<file path="config.mk">
export PLATFORM = sky130hd
export DESIGN_NAME = loadclk_div
export DESIGN_NICKNAME = d
export VERILOG_FILES = /design/src/rtl/loadclk_pkg.sv /design/src/rtl/loadclk_decode.sv /design/src/rtl/loadclk_phase_fsm.sv /design/src/rtl/loadclk_halfcycle.sv /design/src/rtl/loadclk_div.sv
export SDC_FILE = /design/constraint.sdc
export NUM_CORES = 1
export LEC_CHECK = 0
export BUFFER_PORTS_ARGS = -buffer_cell sky130_fd_sc_hd__buf_2
export CORE_UTILIZATION = 60
export CTS_BUF_LIST = sky130_fd_sc_hd__clkbuf_8
export CTS_CLUSTER_DIAMETER = 200
export DETAILED_ROUTE_END_ITERATION = 8
export HOLD_SLACK_MARGIN = 0.1
export MAX_ROUTING_LAYER = met4
export PLACE_DENSITY_LB_ADDON = 0.12
export SLEW_MARGIN = 40
export SYNTH_ARGS = -nofsm -noshare
export SYNTH_HDL_FRONTEND = slang
export SYNTH_SLANG_ARGS = --single-unit
</file>
<file path="constraint.sdc">
create_clock -name clk_in -period 1.8 [get_ports clk_in]
set_clock_uncertainty 0.15 [all_clocks]
set_input_delay 0.27 -clock clk_in [delete_from_list [all_inputs] [get_ports clk_in]]
set_output_delay 0.27 -clock clk_in [all_outputs]
set_load 0.05 [all_outputs]
</file>
<file path="src/rtl/loadclk_pkg.sv">
package loadclk_pkg;

    localparam int CODE_W = 3;
    localparam int MOD_W  = 4;
    localparam int LEN_W  = MOD_W - 1;

    typedef enum logic [1:0] {
        PH_OFF  = 2'd0,
        PH_LOW  = 2'd1,
        PH_HIGH = 2'd2
    } phase_e;

    typedef struct packed {
        logic             run;
        logic             odd;
        logic [LEN_W-1:0] hi_len;
        logic [LEN_W-1:0] lo_len;
    } div_cfg_t;

    // Map a modulus code plus enable onto phase lengths.
    // High phase = floor(N/2) cycles, low phase = ceil(N/2) cycles.
    function automatic div_cfg_t decode_mod(input logic [CODE_W-1:0] code,
                                            input logic en);
        logic [MOD_W-1:0] n;
        div_cfg_t c;
        unique case (code)
            3'b000:  n = MOD_W'(3);
            3'b001:  n = MOD_W'(4);
            3'b010:  n = MOD_W'(5);
            3'b011:  n = MOD_W'(6);
            3'b100:  n = MOD_W'(8);
            3'b101:  n = MOD_W'(10);
            default: n = '0;
        endcase
        c.run    = en && (n != '0);
        c.odd    = n[0];
        c.hi_len = LEN_W'(n >> 1);
        c.lo_len = LEN_W'(n - (n >> 1));
        return c;
    endfunction

endpackage

</file>
<file path="src/rtl/loadclk_decode.sv">
module loadclk_decode
    import loadclk_pkg::*;
(
    input  logic [CODE_W-1:0] code_i,
    input  logic              en_i,
    output div_cfg_t          cfg_o
);

    always_comb begin
        cfg_o = decode_mod(code_i, en_i);
    end

endmodule

</file>
<file path="src/rtl/loadclk_phase_fsm.sv">
module loadclk_phase_fsm
    import loadclk_pkg::*;
(
    input  logic     clk,
    input  logic     rst_n,
    input  div_cfg_t cfg_in,
    output logic     hi_q,
    output logic     odd_q
);

    phase_e           state, state_nx;
    logic [LEN_W-1:0] cnt, cnt_nx;
    logic [LEN_W-1:0] lo_q;
    logic             load;

    // next-state and counter logic
    always_comb begin
        state_nx = state;
        cnt_nx   = cnt;
        load     = 1'b0;
        unique case (state)
            PH_OFF: begin
                cnt_nx = '0;
                if (cfg_in.run) begin               // start
                    state_nx = PH_LOW;
                    cnt_nx   = cfg_in.lo_len - LEN_W'(1);
                    load     = 1'b1;
                end
            end
            PH_LOW: begin
                if (cnt == '0) begin
                    if (cfg_in.run) begin           // rise
                        state_nx = PH_HIGH;
                        cnt_nx   = cfg_in.hi_len - LEN_W'(1);
                        load     = 1'b1;
                    end else begin                  // park
                        state_nx = PH_OFF;
                        cnt_nx   = '0;
                    end
                end else begin
                    cnt_nx = cnt - LEN_W'(1);
                end
            end
            PH_HIGH: begin
                if (cnt == '0) begin                // fall
                    state_nx = PH_LOW;
                    cnt_nx   = lo_q - LEN_W'(1);
                end else begin
                    cnt_nx = cnt - LEN_W'(1);
                end
            end
            default: begin
                state_nx = PH_OFF;
                cnt_nx   = '0;
            end
        endcase
    end

    // state register, counter and latched setting
    always_ff @(posedge clk or negedge rst_n) begin
        if (!rst_n) begin
            state <= PH_OFF;
            cnt   <= '0;
            lo_q  <= '0;
            odd_q <= 1'b0;
        end else begin
            state <= state_nx;
            cnt   <= cnt_nx;
            if (load) begin
                lo_q  <= cfg_in.lo_len;
                odd_q <= cfg_in.odd;
            end
        end
    end

    // output register
    always_ff @(posedge clk or negedge rst_n) begin
        if (!rst_n) begin
            hi_q <= 1'b0;
        end else begin
            hi_q <= (state_nx == PH_HIGH);
        end
    end

    // a parked machine cannot raise the output on the next edge
    p_off_quiet_r3: assert property (@(posedge clk) disable iff (!rst_n)
        (state == PH_OFF) |=> !hi_q);

    // the high phase is not cut short while its counter runs
    p_hi_len_r1: assert property (@(posedge clk) disable iff (!rst_n)
        (state == PH_HIGH && cnt != '0) |=> (state == PH_HIGH));

    // the latched setting holds everywhere except at a period boundary
    p_cfg_hold_r5: assert property (@(posedge clk) disable iff (!rst_n)
        (state == PH_HIGH || (state == PH_LOW && cnt != '0)) |=> $stable({lo_q, odd_q}));

    // leaving the suppressed state always passes through the low phase
    p_entry_r6: assert property (@(posedge clk) disable iff (!rst_n)
        (state == PH_OFF) |=> (state == PH_OFF || state == PH_LOW));

endmodule

</file>
<file path="src/rtl/loadclk_halfcycle.sv">
module loadclk_halfcycle (
    input  logic clk,
    input  logic rst_n,
    input  logic hi_i,
    input  logic odd_i,
    output logic clk_o
);

    logic neg_q;

    // falling-edge copy of the high phase, only for odd moduli
    always_ff @(negedge clk or negedge rst_n) begin
        if (!rst_n) begin
            neg_q <= 1'b0;
        end else begin
            neg_q <= hi_i & odd_i;
        end
    end

    assign clk_o = hi_i | neg_q;

    // the half-cycle extension only trails a live high phase
    p_neg_in_hi_r2: assert property (@(posedge clk) disable iff (!rst_n)
        neg_q |-> hi_i);

    // the extension never appears for an even modulus
    p_neg_odd_r2: assert property (@(posedge clk) disable iff (!rst_n)
        neg_q |-> odd_i);

endmodule

</file>
<file path="src/rtl/loadclk_div.sv">
module loadclk_div
    import loadclk_pkg::*;
(
    input  logic              clk_in,
    input  logic              rst_n,
    input  logic [CODE_W-1:0] mod_code,
    input  logic              out_en,
    output logic              div_clk
);

    div_cfg_t cfg;
    logic     hi;
    logic     odd;

    loadclk_decode u_decode (
        .code_i (mod_code),
        .en_i   (out_en),
        .cfg_o  (cfg)
    );

    loadclk_phase_fsm u_fsm (
        .clk    (clk_in),
        .rst_n  (rst_n),
        .cfg_in (cfg),
        .hi_q   (hi),
        .odd_q  (odd)
    );

    loadclk_halfcycle u_half (
        .clk    (clk_in),
        .rst_n  (rst_n),
        .hi_i   (hi),
        .odd_i  (odd),
        .clk_o  (div_clk)
    );

endmodule

</file>
==> results of run 1 <==
through the flow:
stage,std cells,hold slack (ns),utilization (%),setup slack [ns],area [µm²]
detailed placement,116,0.0702,82.6,-0.360,980
floorplan,84,-0.176,-,-0.124,847
CTS,124,0.342,93.2,-0.495,1110
global placement,116,0.0722,82.6,-0.271,980
cells by family after synthesis:
group	Yosys count
flops	11
compound gates	26
xor+xnor	6
simple gates	16
fa+ha+maj	8
mux	2
buf+inv	15
what timing repair did:
action / in CTS
hold buffers: 1
pin swaps: 6
endpoints found under the setup margin: 8
endpoints found under the hold margin: 10
resized for setup: 10
setup buffers: 3
==> flow_metrics.env, run 1 <==
export IMPL_die_h_um=39.1
export IMPL_yosysMostFrequentCell="inv_1"
export IMPL_worst_endpoint_kind="primary output"
export IMPL_grt_start_max_net_pins=13
export IMPL_antenna_found_initial=0
export IMPL_synth_top_area_share_pct=30.3
export IMPL_synthFlopType="dfrtp_1"
export IMPL_cts_inserted_buffers=3
export IMPL_synthAdderAreaFrac_pct=12.1
export IMPL_worstEndpointGrtRepair="div_clk"
export IMPL_cts_sinks=11
export IMPL_ys_seq_area_share_pct=33.4
export IMPL_synthDistinctLibCells=36
export IMPL_synth_nets=98
export IMPL_io_buffers=6
export IMPL_synth_common_cells="11 x inv_1, 10 x dfrtp_1, 8 x ha_1"
export IMPL_netlist_area_um2=825
export IMPL_synth_area_leaders="dfrtp_1 30%, ha_1 12%, inv_1 5.0%, xnor2_1 4.2%, a21oi_1 3.0%"
export IMPL_status="stopped before the end"
export IMPL_ios=7
export IMPL_synth_edf_count=0
export IMPL_postSynthAreaPerCell_um2=9.82
export IMPL_cts_buffer_depth=2
export IMPL_syn_inst=84
export IMPL_rows=12
export IMPL_synthXorXnorAreaFrac_pct=8.04
export IMPL_ys_seq_elements=11
export IMPL_synthMuxAreaShare_pct=3.03
export IMPL_yosys_area_share_simple_pct=11.2
export IMPL_hpwl_um=1580
export IMPL_tool_error="[ERROR DPL-0033] detailed placement checks failed during check placement."
export IMPL_stop_stage="global routing"
export IMPL_synth_compound_area_share_pct=23.4
export IMPL_async_flop_share_pct=100
export IMPL_place_congestion=0.894
export IMPL_htreeDepth=1
export IMPL_root_buffer="clkbuf_8"
export IMPL_die_x_um=39.1
export IMPL_synth_warning_count=0
export IMPL_initial_core_util_pct=69.5
export IMPL_synth_top_family_by_area="compound AO/OA/AOI/OAI gates"
export IMPL_synth_largest_area_cell="dfrtp_1"
==> run 2, diff against run 1 <==
CORE_AREA = 2 2 63 65   (was default)
CORE_UTILIZATION = default   (was 60)
CTS_BUF_LIST = default   (was sky130_fd_sc_hd__clkbuf_8)
CTS_CLUSTER_DIAMETER = default   (was 200)
DIE_AREA = 0 0 65 67   (was default)
HOLD_SLACK_MARGIN = default   (was 0.1)
MAX_ROUTING_LAYER = default   (was met4)
PLACE_DENSITY_LB_ADDON = 0.15   (was 0.12)
==> flow_metrics.env, run 2 <==
export IMPL_status="complete, but fails checks"
export IMPL_violations="setup timing"
export IMPL_root_buffer="clkbuf_8"
export IMPL_grt_pass1_wl_um=2970
export IMPL_synth_edf_count=0
export IMPL_initial_core_util_pct=22.9
export IMPL_total_power_mw=1.54
export IMPL_yosysMostFrequentCell="inv_1"
export IMPL_antenna_found_initial=0
export IMPL_path_class="register to primary output"
export IMPL_slew_headroom_pct=71.4
export IMPL_r2r_start="u_fsm.hi_q"
export IMPL_ys_seq_area_share_pct=33.4
export IMPL_hpwl_um=1370
export IMPL_power_switching_uw=597
export IMPL_comb_power_share_pct=54.4
export IMPL_async_flop_share_pct=100
export IMPL_final_common_cell="buf_4"
export IMPL_die_area_mm2=0.00436
export IMPL_ys_seq_elements=11
export IMPL_cp_start_kind="register"
export IMPL_synth_warning_count=0
export IMPL_cts_sinks=11
export IMPL_place_congestion=0.799
export IMPL_drcViolationCount=0
export IMPL_grt_start_max_net_pins=13
export IMPL_core_area_mm2=0.00361
export IMPL_cts_inserted_buffers=3
export IMPL_setup_viol=1
export IMPL_gr_total_overflow=0
export IMPL_synth_area_leaders="dfrtp_1 30%, ha_1 12%, inv_1 5.0%, xnor2_1 4.2%, a21oi_1 3.0%"
export IMPL_synth_largest_area_cell="dfrtp_1"
export IMPL_ant_nets=0
export IMPL_grt_setup_unrepaired="true"
export IMPL_cp_required_ns=1.38
export IMPL_crit_end="div_clk"
export IMPL_grt_usage_pct=9.04
export IMPL_worst_slew_pin_slew_ns=0.429
export IMPL_power_density_mw_per_mm2=1380
export IMPL_synth_nets=98
export IMPL_reg2reg_to="u_half.neg_q"
export IMPL_insertedDiodeCount=0
export IMPL_cts_buffer_depth=2
export IMPL_utilization_pct=31.0
export IMPL_largest_registers="u_fsm.cnt: 3 flops, u_fsm.lo_q: 3 flops, u_fsm.state: 2 flops"
export IMPL_htreeDepth=1
export IMPL_power_leakage_nw=0.511
export IMPL_p_clk_share_pct=16.0
export IMPL_r2r_cells=1
export IMPL_final_cell_mix="13 x buf_4, 10 x inv_1, 10 x dfrtp_1"
export IMPL_drt_pass1_iter_count=4
export IMPL_io_buffers=6
export IMPL_vias=662
export IMPL_clkTransAtPathRegs_ns=0.05
export IMPL_grt_pass1_vias=679
export IMPL_synthFlopType="dfrtp_1"
export IMPL_synthDistinctLibCells=36
export IMPL_hold_viol=0
export IMPL_syn_inst=84
export IMPL_fin_ws_ns=-0.464
export IMPL_nets=121
export IMPL_post_cts_setup_buffer_count=0
export IMPL_drt_iter0_markers=35
export IMPL_seq_power_share_pct=29.6
export IMPL_netlist_area_um2=825
export IMPL_rows=22
export IMPL_viasPerCell=4.30
export IMPL_endpoint_kind="primary output"
export IMPL_drv_slew=0
export IMPL_ios=7
export IMPL_hp_class="input port to async pin"
export IMPL_r2r_slack_ns=0.10
export IMPL_crit_arrival_ns=1.84
export IMPL_ir_worst_vdd_mv=0.319
export IMPL_crit_start="u_half.neg_q"
export IMPL_clk_latency_ns=0.23
export IMPL_die_x_um=65
export IMPL_drt_wl_total_um=1740
export IMPL_worstPathMaxFanout=1
export IMPL_drv_cap=0
export IMPL_drive_gt1_share_pct=39.6
export IMPL_die_h_um=67
export IMPL_cts_tree="done"
export IMPL_switching_share_pct=38.7
export IMPL_synth_common_cells="11 x inv_1, 10 x dfrtp_1, 8 x ha_1"
export IMPL_wl_per_cell_um=11.3
export IMPL_p_int_uw=947
export IMPL_synth_top_area_share_pct=30.3
export IMPL_postSynthAreaPerCell_um2=9.82
export IMPL_areaGrowthSynthToFinish_pct=35.5
-- run 2: kinds of logic (layout without fill, tap and decap cells) --
group,Yosys count,in the layout,share of synthesized area [%]
AOI/OAI and AO/OA,26,26,23.4
xor gates and xnor gates,6,6,8.04
adders and majority gates,8,8,12.1
buffers and inverters,15,37,8.80
DFF,11,11,33.4
muxes,2,2,3.03
and+or+nand+nor,16,16,11.2
-- run 2: worst min path at each step --
stage | slack [ns] | endpoint | startpoint
after detailed placement | 0.09 | u_fsm.cnt[2] | rst_n
final | 0.36 | u_fsm.lo_q[2] | rst_n
after floorplan | -0.18 | u_fsm.cnt[0] | rst_n
after global routing | 0.38 | u_fsm.cnt[2] | rst_n
after CTS | 0.37 | u_fsm.odd_q | u_fsm.odd_q
after global placement | 0.09 | u_fsm.cnt[2] | rst_n
-- run 2: timing repair --
item                                   in CTS  in global routing
setup endpoints to repair                   3                  4
gates resized for setup                     4                  8
endpoints found under the hold margin      10                  0
hold buffers                                1                  0
pin swaps                                   2                  2
-- run 2: worst max-delay path: stages (launching register included) --
cell and delay, ns:
dfrtn_1 0.32, or2_4 0.22, buf_6 0.15
-- run 2: power groups by stage --
stage | combinational (mW) | clock (mW) | sequential, mW
3_5_place_dp | 0.769 | 0 | 0.459
4_1_cts | 0.795 | 0.254 | 0.454
3_3_place_gp | 0.766 | 0 | 0.462
6_report | 0.840 | 0.247 | 0.456
2_1_floorplan | 0.640 | 0 | 0.399
5_1_grt | 0.933 | 0.271 | 0.471
-- run 2: layout make-up --
| type | count | area [µm²] |
|---|---|---|
| Clock buffer | 4 | 45.0 |
| Multi-Input combinational cell | 58 | 529 |
| Timing Repair Buffer | 22 | 166 |
| Fill cell | 377 | 2490 |
| Sequential cell | 11 | 275 |
| Tap cell | 48 | 60.1 |
| Inverter | 11 | 41.3 |
-- run 2: stage by stage --
stage | instances | area (µm²) | hold slack, ns | TNS, ns | setup slack (ns)
3_5_place_dp | 149 | 1010 | 0.0896 | -1.92 | -0.307
2_1_floorplan | 84 | 847 | -0.176 | -0.547 | -0.124
6_report | 154 | 1120 | 0.362 | -0.464 | -0.464
5_1_grt | 154 | 1120 | 0.376 | -0.496 | -0.491
4_1_cts | 154 | 1080 | 0.372 | -0.472 | -0.472
3_3_place_gp | 149 | 1010 | 0.0906 | -1.83 | -0.331
-- run 2: layer usage --
layer  share of wire (%)  wire [µm]  up-vias  GRT usage (%)
li1                    -          -      336              -
met1                  45        776      318           10.3
met2                  53        925        8           16.5
met3                 2.4         42        0           3.04
met4                   0          0        0           1.60
met5                   0          0        -              0
Power figures use the tool's default switching activity.
==> run 3, diff against run 2 <==
CTS_BUF_LIST = sky130_fd_sc_hd__clkbuf_4 sky130_fd_sc_hd__clkbuf_8   (was default)
==> flow_metrics.env, run 3 (synthesis gave the netlist of run 2 again) <==
export IMPL_status="complete, but fails checks"
export IMPL_violations="setup timing"
export IMPL_cts_sinks=11
export IMPL_cp_start_kind="register"
export IMPL_cts_inserted_buffers=3
export IMPL_io_buffers=6
export IMPL_rows=22
export IMPL_slew_headroom_pct=71.3
export IMPL_fin_ws_ns=-0.464
export IMPL_worstPathMaxFanout=1
export IMPL_cts_tree="done"
export IMPL_final_common_cell="buf_4"
export IMPL_power_leakage_nw=0.514
export IMPL_clk_latency_ns=0.23
export IMPL_largest_registers="u_fsm.cnt: 3 flops, u_fsm.lo_q: 3 flops, u_fsm.state: 2 flops"
export IMPL_drt_pass1_iter_count=4
export IMPL_endpoint_kind="primary output"
export IMPL_areaGrowthSynthToFinish_pct=36.0
export IMPL_grt_setup_unrepaired="true"
export IMPL_vias=666
export IMPL_pre_cts_ws_ns=-0.307
export IMPL_drv_slew=0
export IMPL_insertedDiodeCount=0
export IMPL_slowest_delay_ns=0.32
export IMPL_ant_nets=0
export IMPL_die_x_um=65
export IMPL_final_cell_mix="13 x buf_4, 10 x inv_1, 10 x dfrtp_1"
export IMPL_path_class="register to primary output"
export IMPL_nets=121
export IMPL_antenna_found_initial=0
export IMPL_root_buffer="clkbuf_8"
export IMPL_place_congestion=0.799
export IMPL_initial_core_util_pct=22.9
export IMPL_drcViolationCount=0
export IMPL_hold_viol=0
export IMPL_critPathSlowestCell="dfrtn_1"
export IMPL_grt_pass1_wl_um=2970
export IMPL_drive_gt1_share_pct=40.6
export IMPL_die_h_um=67
export IMPL_hp_class="input port to async pin"
export IMPL_clkTransAtPathRegs_ns=0.05
export IMPL_power_density_mw_per_mm2=1390
export IMPL_viasPerCell=4.32
export IMPL_drt_wl_total_um=1750
export IMPL_grt_usage_pct=9.04
export IMPL_post_cts_setup_buffer_count=0
export IMPL_ir_worst_vdd_mv=0.320
export IMPL_core_area_mm2=0.00361
export IMPL_dpl_cell_area_mm2=0.00101
export IMPL_post_route_cell_area_mm2=0.00112
export IMPL_wl_per_cell_um=11.3
export IMPL_fillers=375
export IMPL_die_area_mm2=0.00436
export IMPL_htreeDepth=1
export IMPL_gr_total_overflow=0
export IMPL_crit_chain="or2_4, buf_6"
export IMPL_cts_buffer_depth=2
export IMPL_drv_cap=0
export IMPL_crit_arrival_ns=1.84
export IMPL_grt_start_max_net_pins=13
export IMPL_grt_pass1_vias=679
export IMPL_worst_slew_pin_slew_ns=0.431
export IMPL_hpwl_um=1370
export IMPL_setup_viol=1
export IMPL_ios=7
export IMPL_cp_required_ns=1.38
export IMPL_drt_iter0_markers=35
[run 3: cell types whose count changed in the layout (fill, tap and decap cells not counted)]
cell / delta
clkbuf_1: -1
clkbuf_4: +1
[run 3: worst paths after layout]
kind / from / end / slack (ns) / cells after the start
setup / recovery: u_half.neg_q / div_clk / -0.46 / 2
hold / removal: rst_n / u_fsm.lo_q[2] / 0.36 / 3
setup reg to reg: u_fsm.hi_q / u_half.neg_q / 0.10 / 1
hold reg to reg: u_fsm.odd_q / u_fsm.odd_q / 0.37 / 2
max in group asynchronous: rst_n / u_half.neg_q / 0.40 / 2
min in group clk_in: u_fsm.odd_q / u_fsm.odd_q / 0.37 / 2
[run 3: repair_timing]
item | in CTS | in global routing
gates resized for setup | 4 | 8
hold buffers | 1 | 0
hold endpoints to repair | 10 | 0
pin swaps | 2 | 2
setup endpoints to repair | 3 | 4
[run 3: cell type report]
cell class | count | area (µm²) | area share [%]
repair buffers | 22 | 166 | 14.8
multi-input cells | 58 | 529 | 47.2
well taps | 48 | 60.1 | 5.36
inverters | 11 | 41.3 | 3.68
flip-flops and latches | 11 | 275 | 24.6
clock buffers | 4 | 48.8 | 4.35
[run 3: stage by stage]
stage | hold slack [ns] | utilization, % | TNS (ns) | std cells | power (mW)
floorplan | -0.176 | - | -0.547 | 84 | 1.04
global placement | 0.0906 | 28.1 | -1.83 | 149 | 1.23
detailed placement | 0.0896 | 28.1 | -1.92 | 149 | 1.23
CTS | 0.372 | 30.0 | -0.472 | 154 | 1.52
global route | 0.376 | 31.1 | -0.496 | 154 | 1.69
finish | 0.362 | 31.1 | -0.464 | 154 | 1.56
[run 3: critical path, delay by kind of cell (launching register included)]
kind                   cells  cell delay [ns]
flip-flops                 1             0.32
AND/OR/NAND/NOR            1             0.22
buffers and inverters      1             0.15
[run 3: power breakdown]
group	leakage [nW]	internal (mW)	total, mW	switching (mW)
clock	0.0262	0.170	0.262	0.0914
combinational	0.351	0.436	0.840	0.404
sequential	0.137	0.355	0.456	0.101
[run 3: routing by layer]
layer,vias up,global-route usage [%],routed length [µm]
li1,335,-,-
met1,323,10.3,776
met2,8,16.5,926
met3,0,3.04,42
met4,0,1.60,0
met5,-,0,0
==> run 4, diff against run 3 <==
CELL_PAD_IN_SITES_DETAIL_PLACEMENT = 0   (was default)
CELL_PAD_IN_SITES_GLOBAL_PLACEMENT = 1   (was default)
==> flow_metrics.env, run 4 (synthesis gave the netlist of run 2 again) <==
export IMPL_status="complete, but fails checks"
export IMPL_violations="setup timing"
export IMPL_grt_pass1_wl_um=3150
export IMPL_fin_cells=152
export IMPL_multi_input_area_um2=548
export IMPL_nets=119
export IMPL_insertedDiodeCount=0
export IMPL_cp_start_kind="register"
export IMPL_r2r_start="u_fsm.hi_q"
export IMPL_drt_wl_total_um=1750
export IMPL_viasPerCell=4.32
export IMPL_htreeDepth=1
export IMPL_ir_worst_vdd_mv=0.444
export IMPL_path_buf_inv=1
export IMPL_endpoint_kind="primary output"
export IMPL_place_congestion=0.742
export IMPL_r2r_cells=1
export IMPL_cpLargestDelayFamily="flip-flops"
export IMPL_worstPathMaxFanout=1
export IMPL_total_power_mw=1.54
export IMPL_cts_buffer_depth=2
export IMPL_drt_pass1_iter_count=4
export IMPL_hold_viol=0
export IMPL_grt_pass1_vias=688
export IMPL_drive_gt1_share_pct=41.3
export IMPL_place_inst=147
export IMPL_grt_start_max_net_pins=13
export IMPL_post_cts_setup_buffer_count=0
export IMPL_crit_chain="or2_4, buf_6"
export IMPL_cp_required_ns=1.38
export IMPL_cts_sinks=11
export IMPL_vias=656
export IMPL_critPathSlowestCell="dfrtn_1"
export IMPL_seq_area_um2=275
export IMPL_grt_usage_pct=9.85
export IMPL_die_h_um=67
export IMPL_initial_core_util_pct=22.9
export IMPL_post_route_cell_area_mm2=0.00113
export IMPL_core_area_mm2=0.00361
export IMPL_io_buffers=6
export IMPL_ios=7
export IMPL_power_density_mw_per_mm2=1360
export IMPL_clkTransAtPathRegs_ns=0.05
export IMPL_rows=22
export IMPL_power_leakage_nw=0.506
export IMPL_path_class="register to primary output"
export IMPL_drv_cap=0
export IMPL_cts_tree="done"
export IMPL_areaGrowthSynthToFinish_pct=36.7
export IMPL_setup_viol=1
export IMPL_drt_iter0_markers=23
export IMPL_hp_class="input port to register"
export IMPL_whs_path_depth=4
export IMPL_clk_latency_ns=0.24
export IMPL_gr_total_overflow=0
export IMPL_ant_nets=0
export IMPL_grt_setup_unrepaired="true"
export IMPL_fin_ws_ns=-0.465
export IMPL_r2r_slack_ns=0.10
export IMPL_utilization_pct=31.3
export IMPL_die_area_mm2=0.00436
export IMPL_drv_slew=0
export IMPL_root_buffer="clkbuf_8"
export IMPL_cts_inserted_buffers=3
export IMPL_dpl_cell_area_um2=1000
export IMPL_worstHoldStart="mod_code[0]"
export IMPL_worst_slew_pin_slew_ns=0.429
export IMPL_antenna_found_initial=0
export IMPL_largest_registers="u_fsm.cnt: 3 flops, u_fsm.lo_q: 3 flops, u_fsm.state: 2 flops"
export IMPL_final_cell_mix="12 x buf_4, 10 x dfrtp_1, 9 x inv_1"
export IMPL_reg2reg_to="u_half.neg_q"
export IMPL_drcViolationCount=0
export IMPL_final_common_cell="buf_4"
export IMPL_fillers=406
export IMPL_wl_per_cell_um=11.5
export IMPL_crit_arrival_ns=1.85
export IMPL_die_x_um=65
export IMPL_whs_endpoint="u_fsm.odd_q"
export IMPL_hpwl_um=1440
export IMPL_slowest_delay_ns=0.32
export IMPL_slew_headroom_pct=71.4
run 4: changes by cell type in the layout (fill, tap and decap cells not counted), sizes merged:
cell,previous run,this run
buf,21,19
run 4: worst max path at each step:
| stage | startpoint | end | slack (ns) | cells past startpoint |
|---|---|---|---|---|
| final | u_half.neg_q | div_clk | -0.47 | 2 |
| after global routing | u_half.neg_q | div_clk | -0.50 | 2 |
| after CTS | u_half.neg_q | div_clk | -0.47 | 2 |
| after detailed placement | mod_code[1] | u_fsm.cnt[2] | -0.33 | 10 |
| after global placement | mod_code[0] | u_fsm.cnt[2] | -0.27 | 10 |
| after floorplan | mod_code[0] | u_fsm.cnt[2] | -0.12 | 10 |
run 4: final cells by class:
cell class | count | area share, %
Inverter | 11 | 3.66
Multi-Input combinational cell | 58 | 48.6
Timing Repair Buffer | 20 | 13.7
Clock buffer | 4 | 4.33
Sequential cell | 11 | 24.4
Tap cell | 48 | 5.33
run 4: metrics by stage:
step                      setup TNS [ns]  hold slack (ns)  setup slack [ns]
after CTS                         -0.475            0.372            -0.475
after detailed placement           -2.15           0.0859            -0.331
after floorplan                   -0.547           -0.176            -0.124
final                             -0.465            0.327            -0.465
after global placement             -1.75           0.0957            -0.272
after global routing              -0.497            0.342            -0.497
run 4: report_power, final:
part / leakage (nW) / internal [mW] / switching [mW]
combinational: 0.342 / 0.422 / 0.395
sequential: 0.137 / 0.355 / 0.101
clock: 0.0262 / 0.171 / 0.0933
run 4: worst min-delay path, delay by kind of cell:
| family | cells | cell delay, ns |
|---|---|---|
| buf+inv | 2 | 0.20 |
| simple gates | 1 | 0.13 |
| mux | 1 | 0.06 |
run 4: metal layers:
| metal | part of all wire [%] | global-route usage (%) | vias up | wire length (µm) |
|---|---|---|---|---|
| met5 | 0 | 0 | - | 0 |
| met4 | 0 | 2.39 | 0 | 0 |
| met3 | 1.8 | 3.55 | 0 | 31 |
| met2 | 49 | 16.5 | 4 | 862 |
| met1 | 49 | 12.0 | 321 | 855 |
| li1 | - | - | 331 | - |
run 4: repair_timing:
item,in CTS,in global routing
pin swaps,1,6
resized for setup,3,14
endpoints found under the hold margin,10,0
endpoints found under the setup margin,6,4
hold buffers,1,0
